--- src/rtl/cdt_pkg.sv ---
package cdt_pkg;

  localparam int PRE_W = 8;

  localparam logic [2:0] A_START  = 3'd0;
  localparam logic [2:0] A_COUNT  = 3'd1;
  localparam logic [2:0] A_CTRL   = 3'd2;
  localparam logic [2:0] A_CLEAR  = 3'd3;
  localparam logic [2:0] A_RAW    = 3'd4;
  localparam logic [2:0] A_MASKED = 3'd5;
  localparam logic [2:0] A_RELOAD = 3'd6;

  typedef struct packed {
    logic       run;
    logic       repeat_ld;
    logic       irq_en;
    logic       spare;
    logic [1:0] div_sel;
    logic       wide;
    logic       single;
  } ctrl_t;

  localparam ctrl_t CTRL_RESET = 8'h20;

  function automatic logic [PRE_W-1:0] div_last(input logic [1:0] sel);
    case (sel)
      2'b00:   div_last = PRE_W'(0);
      2'b01:   div_last = PRE_W'(15);
      default: div_last = PRE_W'(255);
    endcase
  endfunction

endpackage

--- src/rtl/cdt_prescaler.sv ---
module cdt_prescaler #(
  parameter int PW = cdt_pkg::PRE_W
) (
  input  logic          clk,
  input  logic          rst_n,
  input  logic          run,
  input  logic          restart,
  input  logic [PW-1:0] last,
  output logic          tick
);
  logic [PW-1:0] phase;

  // >= so that shrinking the ratio mid-count still ticks promptly
  assign tick = run && (phase >= last);

  always_ff @(posedge clk) begin
    if (!rst_n)                     phase <= '0;
    else if (!run || restart || tick) phase <= '0;
    else                            phase <= phase + 1'b1;
  end
endmodule

--- src/rtl/cdt_counter.sv ---
module cdt_counter #(
  parameter int CW = 32,
  parameter int SW = 16
) (
  input  logic          clk,
  input  logic          rst_n,
  input  logic          tick,
  input  logic          start_wr,
  input  logic [CW-1:0] start_val,
  input  logic [CW-1:0] reload_val,
  input  logic          single,
  input  logic          repeat_ld,
  input  logic          wide,
  output logic [CW-1:0] count,
  output logic [CW-1:0] counted,
  output logic          expire,
  output logic          parked
);
  localparam int HW = CW - SW;

  function automatic logic [CW-1:0] active_bits(input logic [CW-1:0] v, input logic w);
    active_bits = w ? v : {{HW{1'b0}}, v[SW-1:0]};
  endfunction

  function automatic logic [CW-1:0] step_down(input logic [CW-1:0] v, input logic w);
    logic [SW-1:0] lo;
    lo = v[SW-1:0] - 1'b1;
    step_down = w ? (v - 1'b1) : {v[CW-1:SW], lo};
  endfunction

  function automatic logic [CW-1:0] wrap_value(input logic w);
    wrap_value = w ? {CW{1'b1}} : {{HW{1'b0}}, {SW{1'b1}}};
  endfunction

  logic [CW-1:0] next_after_expiry;

  assign counted = active_bits(count, wide);
  assign parked  = single && (counted == '0);
  assign expire  = tick && !start_wr && !parked && (counted <= CW'(1));

  always_comb begin
    if (single)         next_after_expiry = '0;
    else if (repeat_ld) next_after_expiry = reload_val;
    else                next_after_expiry = wrap_value(wide);
  end

  always_ff @(posedge clk) begin
    if (!rst_n)                  count <= '1;
    else if (start_wr)           count <= start_val;
    else if (expire)             count <= next_after_expiry;
    else if (tick && !parked)    count <= step_down(count, wide);
  end
endmodule

--- src/rtl/countdown_timer.sv ---
module countdown_timer #(
  parameter int DW = 32,
  parameter int SHORT_W = 16
) (
  input  logic          clk,
  input  logic          rst_n,
  input  logic          bus_sel,
  input  logic          bus_wr,
  input  logic [2:0]    bus_addr,
  input  logic [DW-1:0] bus_wdata,
  output logic [DW-1:0] bus_rdata,
  output logic          irq
);
  import cdt_pkg::*;

  localparam int CTRL_W = $bits(ctrl_t);

  ctrl_t         ctrl_q;
  logic [DW-1:0] reload_q;
  logic          raw_q;
  logic [DW-1:0] count;
  logic [DW-1:0] counted;
  logic          tick;
  logic          expire;
  logic          parked;

  logic wr_any, wr_start, wr_ctrl, wr_clear, wr_reload;
  assign wr_any    = bus_sel && bus_wr;
  assign wr_start  = wr_any && (bus_addr == A_START);
  assign wr_ctrl   = wr_any && (bus_addr == A_CTRL);
  assign wr_clear  = wr_any && (bus_addr == A_CLEAR);
  assign wr_reload = wr_any && (bus_addr == A_RELOAD);

  logic masked;
  assign masked = raw_q && ctrl_q.irq_en;
  assign irq    = masked;

  cdt_prescaler #(.PW(PRE_W)) u_pre (
    .clk     (clk),
    .rst_n   (rst_n),
    .run     (ctrl_q.run),
    .restart (wr_start),
    .last    (div_last(ctrl_q.div_sel)),
    .tick    (tick)
  );

  cdt_counter #(.CW(DW), .SW(SHORT_W)) u_cnt (
    .clk        (clk),
    .rst_n      (rst_n),
    .tick       (tick),
    .start_wr   (wr_start),
    .start_val  (bus_wdata),
    .reload_val (reload_q),
    .single     (ctrl_q.single),
    .repeat_ld  (ctrl_q.repeat_ld),
    .wide       (ctrl_q.wide),
    .count      (count),
    .counted    (counted),
    .expire     (expire),
    .parked     (parked)
  );

  always_ff @(posedge clk) begin
    if (!rst_n) begin
      ctrl_q   <= CTRL_RESET;
      reload_q <= '0;
      raw_q    <= 1'b0;
    end else begin
      if (wr_ctrl)               ctrl_q   <= ctrl_t'(bus_wdata[CTRL_W-1:0]);
      if (wr_start || wr_reload) reload_q <= bus_wdata;
      if (expire)                raw_q    <= 1'b1;
      else if (wr_clear)         raw_q    <= 1'b0;
    end
  end

  always_comb begin
    case (bus_addr)
      A_START, A_RELOAD: bus_rdata = reload_q;
      A_COUNT:           bus_rdata = count;
      A_CTRL:            bus_rdata = {{(DW-CTRL_W){1'b0}}, ctrl_q};
      A_RAW:             bus_rdata = {{(DW-1){1'b0}}, raw_q};
      A_MASKED:          bus_rdata = {{(DW-1){1'b0}}, masked};
      default:           bus_rdata = '0;
    endcase
  end
endmodule

--- config.mk ---
export PLATFORM = sky130hd
export DESIGN_NAME = countdown_timer
export DESIGN_NICKNAME = d
export VERILOG_FILES = /design/src/rtl/cdt_pkg.sv /design/src/rtl/cdt_prescaler.sv /design/src/rtl/cdt_counter.sv /design/src/rtl/countdown_timer.sv
export SDC_FILE = /design/constraint.sdc
export NUM_CORES = 1
export LEC_CHECK = 0
export BUFFER_PORTS_ARGS = -buffer_cell sky130_fd_sc_hd__buf_4
export CAP_MARGIN = 20
export CORE_AREA = 4 4 120 122
export CTS_BUF_LIST = sky130_fd_sc_hd__clkbuf_2
export DETAILED_ROUTE_END_ITERATION = 8
export DIE_AREA = 0 0 124 126
export SETUP_SLACK_MARGIN = 0.15
export SLEW_MARGIN = 20
export SYNTH_ARGS = -nofsm -noshare
export SYNTH_HDL_FRONTEND = slang
export SYNTH_SLANG_ARGS = --single-unit
--- constraint.sdc ---
create_clock -name clk -period 2.43 [get_ports clk]
set_input_delay 0.486 -clock clk [delete_from_list [all_inputs] [get_ports clk]]
set_output_delay 0.486 -clock clk [all_outputs]
set_load 0.02 [all_outputs]
==> results of run 1 <==
==> stage by stage <==
step | hold WS [ns] | setup slack, ns | power, mW
floorplan | 0.448 | 0.116 | 1.64
detailed placement | 0.465 | -0.0327 | 1.84
finish | 0.113 | 0.0493 | 2.56
global route | 0.105 | -0.0116 | 2.67
CTS | 0.0792 | 0.0561 | 2.57
global placement | 0.459 | 0.0281 | 1.83
==> registers in the layout (all words and copies together), names as in the netlist <==
signal       count
ctrl_q           8
raw_q            1
reload_q        32
u_cnt.count     32
u_pre.phase      8
==> cells in the final DEF (no fill, tap or decap), types with 9 or more instances in the layout <==
| cell | netlist | final |
|---|---|---|
| dfxtp_1 | 81 | 78 |
| o21ai_1 | 8 | 9 |
| a21boi_1 | 19 | 19 |
| a21boi_0 | 19 | 19 |
| xor2_1 | 15 | 15 |
| nand3_1 | 15 | 15 |
| o21ai_0 | 20 | 17 |
| buf_4 | 4 | 127 |
| a21oi_1 | 39 | 39 |
| ha_1 | 12 | 9 |
| xnor2_1 | 13 | 12 |
| clkbuf_2 | 0 | 11 |
| nor2_1 | 24 | 24 |
| a22o_1 | 24 | 24 |
| inv_1 | 23 | 22 |
| or3_1 | 10 | 10 |
| nand2_1 | 129 | 128 |
| a221o_1 | 16 | 16 |
| nor2b_1 | 12 | 9 |
| mux2i_1 | 12 | 12 |
==> routing by layer <==
metal	part of all wire [%]	global-route usage, %
met1	45	30.3
met2	46	34.6
met3	6.5	3.77
met4	2.2	7.67
met5	0	0
==> worst register-to-register path: stages (launching register included) <==
cell and delay, ns:
dfxtp_2 0.38, or2_4 0.27, ha_4 0.26, nand2b_4 0.11, a2111oi_4 0.07, o31ai_4 0.37, o211ai_4 0.17, o21a_4 0.28
a2111o_1 0.38
==> cell families (layout without fill, tap and decap cells) <==
group                    count (synthesis)  in the layout  synth area share (%)
AND/OR/NAND/NOR                        252            253                  23.9
AO/OA/AOI/OAI                          209            210                  29.1
flip-flops                              81             81                  31.1
buffers and inverters                   73            175                  5.81
XOR/XNOR                                28             28                  4.70
multiplexers                            13             13                  2.52
adder cells (fa/ha/maj)                 12             12                  2.88
==> final cells by class <==
class | count | area share (%)
Inverter | 23 | 1.33
Clock inverter | 5 | 0.696
Timing Repair Buffer | 136 | 16.6
Clock buffer | 11 | 0.827
Multi-Input combinational cell | 516 | 52.8
Sequential cell | 81 | 24.4
Tap cell | 176 | 3.31
==> what timing repair did <==
| action | CTS | global route |
|---|---|---|
| resized for setup | 11 | 21 |
| buffers inserted | 3 | 5 |
| pin swaps | 5 | 8 |
| setup endpoints to repair | 31 | 44 |
| gates cloned | 1 | 1 |
==> how the worst max path moves through the flow <==
stage                                       from                            to  slack, ns  cells after the start
after floorplan           ctrl_q[3]$_SDFFE_PN0P_  u_cnt.count[22]$_SDFFE_PN1P_       0.12                      9
after global placement    ctrl_q[3]$_SDFFE_PN0P_  u_cnt.count[26]$_SDFFE_PN1P_       0.03                      8
after detailed placement  ctrl_q[3]$_SDFFE_PN0P_  u_cnt.count[24]$_SDFFE_PN1P_      -0.03                      9
after CTS                 ctrl_q[3]$_SDFFE_PN0P_  u_cnt.count[24]$_SDFFE_PN1P_       0.06                      9
after global routing      ctrl_q[3]$_SDFFE_PN0P_  u_cnt.count[26]$_SDFFE_PN1P_      -0.01                      8
final                     ctrl_q[3]$_SDFFE_PN0P_  u_cnt.count[24]$_SDFFE_PN1P_       0.05                      8
==> power by group <==
group / internal [mW] / switching (mW)
clock: 0.235 / 0.491
sequential: 1.36 / 0.0347
combinational: 0.202 / 0.233
total: 1.80 / 0.759
==> metrics.txt, run 1 <==
status finished, final reports clean; CTS tree built; Setup TNS Final 0 ns; fmax 420 MHz; register area 0.00163 mm²; dpl cell area 0.00632 mm²; FF-to-FF setup slack 0.05 ns; Syn Area/Cell 7.81 µm²; Worst Path Arrival 2.87 ns; final wirelength 17,300 µm; Avg WL per Cell 18.3 µm; count of state elements after synthesis 81; H-tree Lvls 3; worst skew pair latency 0.59 ns; Crit-path slowest cell dfxtp_2; Port Buffers 71; initial DRC count 529; Slew Limit Fails 0; PD cells 384 mW/mm²; Vias 5,456; MaxCap Viol Count 0; dpl hpwl 11,700 µm; share of the synthesized area in the top cell type 31.1%; worst reg2reg path depth 8; vias in the first global route 5,305; count leader, synth nand2_1; Fill cells 1,312; router iterations before antenna repair 4; synth top area cells dfxtp_1 31%, nand2_1 9.3%, a22o_1 4.0%; Leak 2.43 nW; Layout Nets 818; final setup fails 0; largest net degree at the start of global routing 35; Cells after DPL 922; Yosys cell types 66; final core occ 50.5%; Tot GR Track Use 22.0%; Die Ht 126 µm; Reg-to-Reg Start ctrl_q[3]$_SDFFE_PN0P_; Post-synth EDFFs 0; chip width 124 µm; Max transition margin 72.0%; worst reg2reg endpoint u_cnt.count[24]$_SDFFE_PN1P_; Initial Util 39.5%; largest fanout on the critical path 8; Ant. Diodes 0; initial antenna violation count 0; Worst-path clk slew 0.23 ns; worst path bufs/invs 0; Row Count 42; share of cells above drive strength 1 26.0%; final period utilization 98.0%; DRT antenna net count 0; CTS Buf Count 9; Slew @ Worst Pin 0.419 ns; CTS max path bufs 2; Fin Clk Skew 0.0260 ns; clock root cell clkbuf_2; hold_sp bus_wdata[27]; hold endpoint reload_q[27]$_SDFFE_PN0P_; asr flop ratio synth 0%; GRT overflow 0; I/O pin count 72; CP delay by family, top compound AO/OA/AOI/OAI gates; Final Hold Vio Count 0; hold path cells 3; Final Cell Area 0.00666 mm²; Cells after Synth 668; first-pass GRT wire length 27,400 µm; syn nets 719; worst-path cell chain or2_4 > ha_4 > nand2b_4 > a2111oi_4 > o31ai_4 > o211ai_4 > o21a_4 > a2111o_1; Synthesis Warnings 0; crit end category register; Seq/Total Area, Yosys 31.1%; Hold Crit Class in2reg; synthesized area 0.00522 mm²; Final min period 2.38 ns; Req. time, crit path 2.92 ns; Worst VDD drop 0.215 mV; routed vias/inst 5.76; # hold bufs at CTS 0; # clock sinks 81; die area 0.0156 mm²; Crit Path Category reg2reg; RSZ-0062 raised after global routing yes; drc violations 0; slowest stage delay, CP 0.38 ns; area leader, netlist dfxtp_1; multi-input logic area 0.00352 mm²; top_reg_cell synth dfxtp_1; fin cells 948; core area 0.0132 mm²; routability cong. 0.854; most frequent cells after synthesis 129 x nand2_1, 81 x dfxtp_1, 39 x a21oi_1; Area growth, synth to finish 27.6%; Worst Setup Start Kind register
Power figures use the tool's default switching activity.
==> inputs of run 2 (changes only) <==
--- a/config.mk
+++ b/config.mk
@@ -7,10 +7,11 @@
 export LEC_CHECK = 0
 export BUFFER_PORTS_ARGS = -buffer_cell sky130_fd_sc_hd__buf_4
 export CAP_MARGIN = 20
-export CORE_AREA = 4 4 120 122
+export CORE_AREA = 4 4 104 106
 export CTS_BUF_LIST = sky130_fd_sc_hd__clkbuf_2
 export DETAILED_ROUTE_END_ITERATION = 8
-export DIE_AREA = 0 0 124 126
+export DIE_AREA = 0 0 108 110
+export PLACE_DENSITY = 0.77
 export SETUP_SLACK_MARGIN = 0.15
 export SLEW_MARGIN = 20
 export SYNTH_ARGS = -nofsm -noshare
==> metrics.txt, run 2 (synthesis gave the netlist of run 1 again) <==
status finished, final reports clean; Worst Setup Start Kind register; initial antenna violation count 0; Row Count 36; Avg WL per Cell 18.3 µm; dpl hpwl 11,600 µm; DRT antenna net count 0; # clock sinks 81; vias in the first global route 5,315; CTS Buf Count 9; Crit-path slowest cell dfxtp_4; Die Ht 110 µm; commonest non-fill, non-tap cell in the layout nand2_1; GRT overflow 0; die area 0.0119 mm²; Ant. Diodes 0; CP delay by family, top compound AO/OA/AOI/OAI gates; Initial Util 53.4%; Area growth, synth to finish 23.9%; Switching Fraction 30.5%; PD cells 372 mW/mm²; CTS tree built; Leak 2.36 nW; final core occ 66.1%; WHS 0.162 ns; drc violations 0; fmax 418 MHz; routability cong. 0.944; top flop regs reload_q x32, u_cnt.count x32; share of total power in sequential cells 58.2%; Fill cells 852; I/O pin count 72; Switch Pwr 732 µW; RSZ-0062 raised after global routing yes; Final Cell Area 0.00646 mm²; final setup fails 0; Fin Clk Skew 0.0153 ns; Worst VDD drop 0.204 mV; Worst-path clk slew 0.21 ns; Layout Nets 809; Tot GR Track Use 27.7%; Vias 5,487; Crit Path Category reg2reg; Final WS setup 0.0376 ns; initial DRC count 539; combinational share of power 17.8%; worst skew pair latency 0.54 ns; Setup TNS Final 0 ns; H-tree Lvls 3; clock root cell clkbuf_2; worst path bufs/invs 2; dpl cell area 0.00617 mm²; final wirelength 16,300 µm; worst-path cell chain or2_4 > inv_2 > ha_1 > a2111oi_4 > o31ai_4 > buf_4 > o211ai_4 > o311ai_1 > a211o_1; Slew Limit Fails 0; Req. time, crit path 2.89 ns; final period utilization 98.5%; Hold Crit Class in2reg; Pint 1.67 mW; Port Buffers 71; # hold bufs at CTS 0; share of cells above drive strength 1 24.6%; slowest stage delay, CP 0.40 ns; router iterations before antenna repair 5; core area 0.00977 mm²; routed vias/inst 6.14; largest fanout on the critical path 6; Max transition margin 67.6%; CTS max path bufs 2; Clk network pwr share 24.0%; chip width 108 µm; Worst Path Arrival 2.86 ns; Final min period 2.39 ns; crit end category register; first-pass GRT wire length 26,200 µm; Slew @ Worst Pin 0.482 ns; Final Hold Vio Count 0; dpl ws -0.0175 ns; MaxCap Viol Count 0; highest-count cells in the layout ignoring fill and taps 128 x nand2_1, 121 x buf_4, 78 x dfxtp_1; largest net degree at the start of global routing 42
run 2: tightest hold or removal path: cells and delay by family:
kind                   cells  cell delay (ns)
AND/OR/NAND/NOR            1             0.05
buffers and inverters      1             0.11
AO/OA/AOI/OAI              1             0.05
run 2: final cells by class:
cell class / instances / area, µm² / area share, %
multi-input cells: 516 / 3520 / 54.6
inverters: 23 / 86.3 / 1.34
flip-flops and latches: 81 / 1630 / 25.2
clock buffers: 10 / 50.0 / 0.775
repair buffers: 127 / 993 / 15.4
well taps: 133 / 166 / 2.58
clock inverters: 3 / 11.3 / 0.174
run 2: repair_timing:
item	4_1_cts	5_1_grt
pin swaps	6	7
endpoints found under the setup margin	33	40
buffers inserted	2	5
gates resized for setup	11	17
cloned	2	0
run 2: through the flow:
stage / power [mW] / std cells
5_1_grt: 2.49 / 893
3_3_place_gp: 1.82 / 871
2_1_floorplan: 1.64 / 668
3_5_place_dp: 1.83 / 871
4_1_cts: 2.39 / 888
6_report: 2.40 / 893
run 2: final timing paths:
check                                               start                            to  slack [ns]  cells after the start
worst max-delay path               ctrl_q[3]$_SDFFE_PN0P_  u_cnt.count[30]$_SDFFE_PN1P_        0.04                      9
worst min-delay path                        bus_wdata[17]     reload_q[17]$_SDFFE_PN0P_        0.16                      3
worst max register to register     ctrl_q[3]$_SDFFE_PN0P_  u_cnt.count[30]$_SDFFE_PN1P_        0.04                      9
worst min register to register  reload_q[19]$_SDFFE_PN0P_     reload_q[19]$_SDFFE_PN0P_        0.49                      2
run 2: layer usage:
layer  vias to the layer above  share of wire [%]  global-route usage [%]
met5                         -                  0                       0
met4                         0                2.9                    12.7
met3                        52                8.5                    4.19
met2                       269                 47                    44.2
met1                      2577                 42                    37.1
li1                       2589                  -                       -
run 2: power groups by stage:
stage | logic, mW | registers [mW] | clock network [mW]
6_report | 0.428 | 1.40 | 0.577
5_1_grt | 0.459 | 1.40 | 0.629
4_1_cts | 0.416 | 1.40 | 0.577
3_5_place_dp | 0.408 | 1.42 | 0
3_3_place_gp | 0.399 | 1.42 | 0
2_1_floorplan | 0.228 | 1.41 | 0
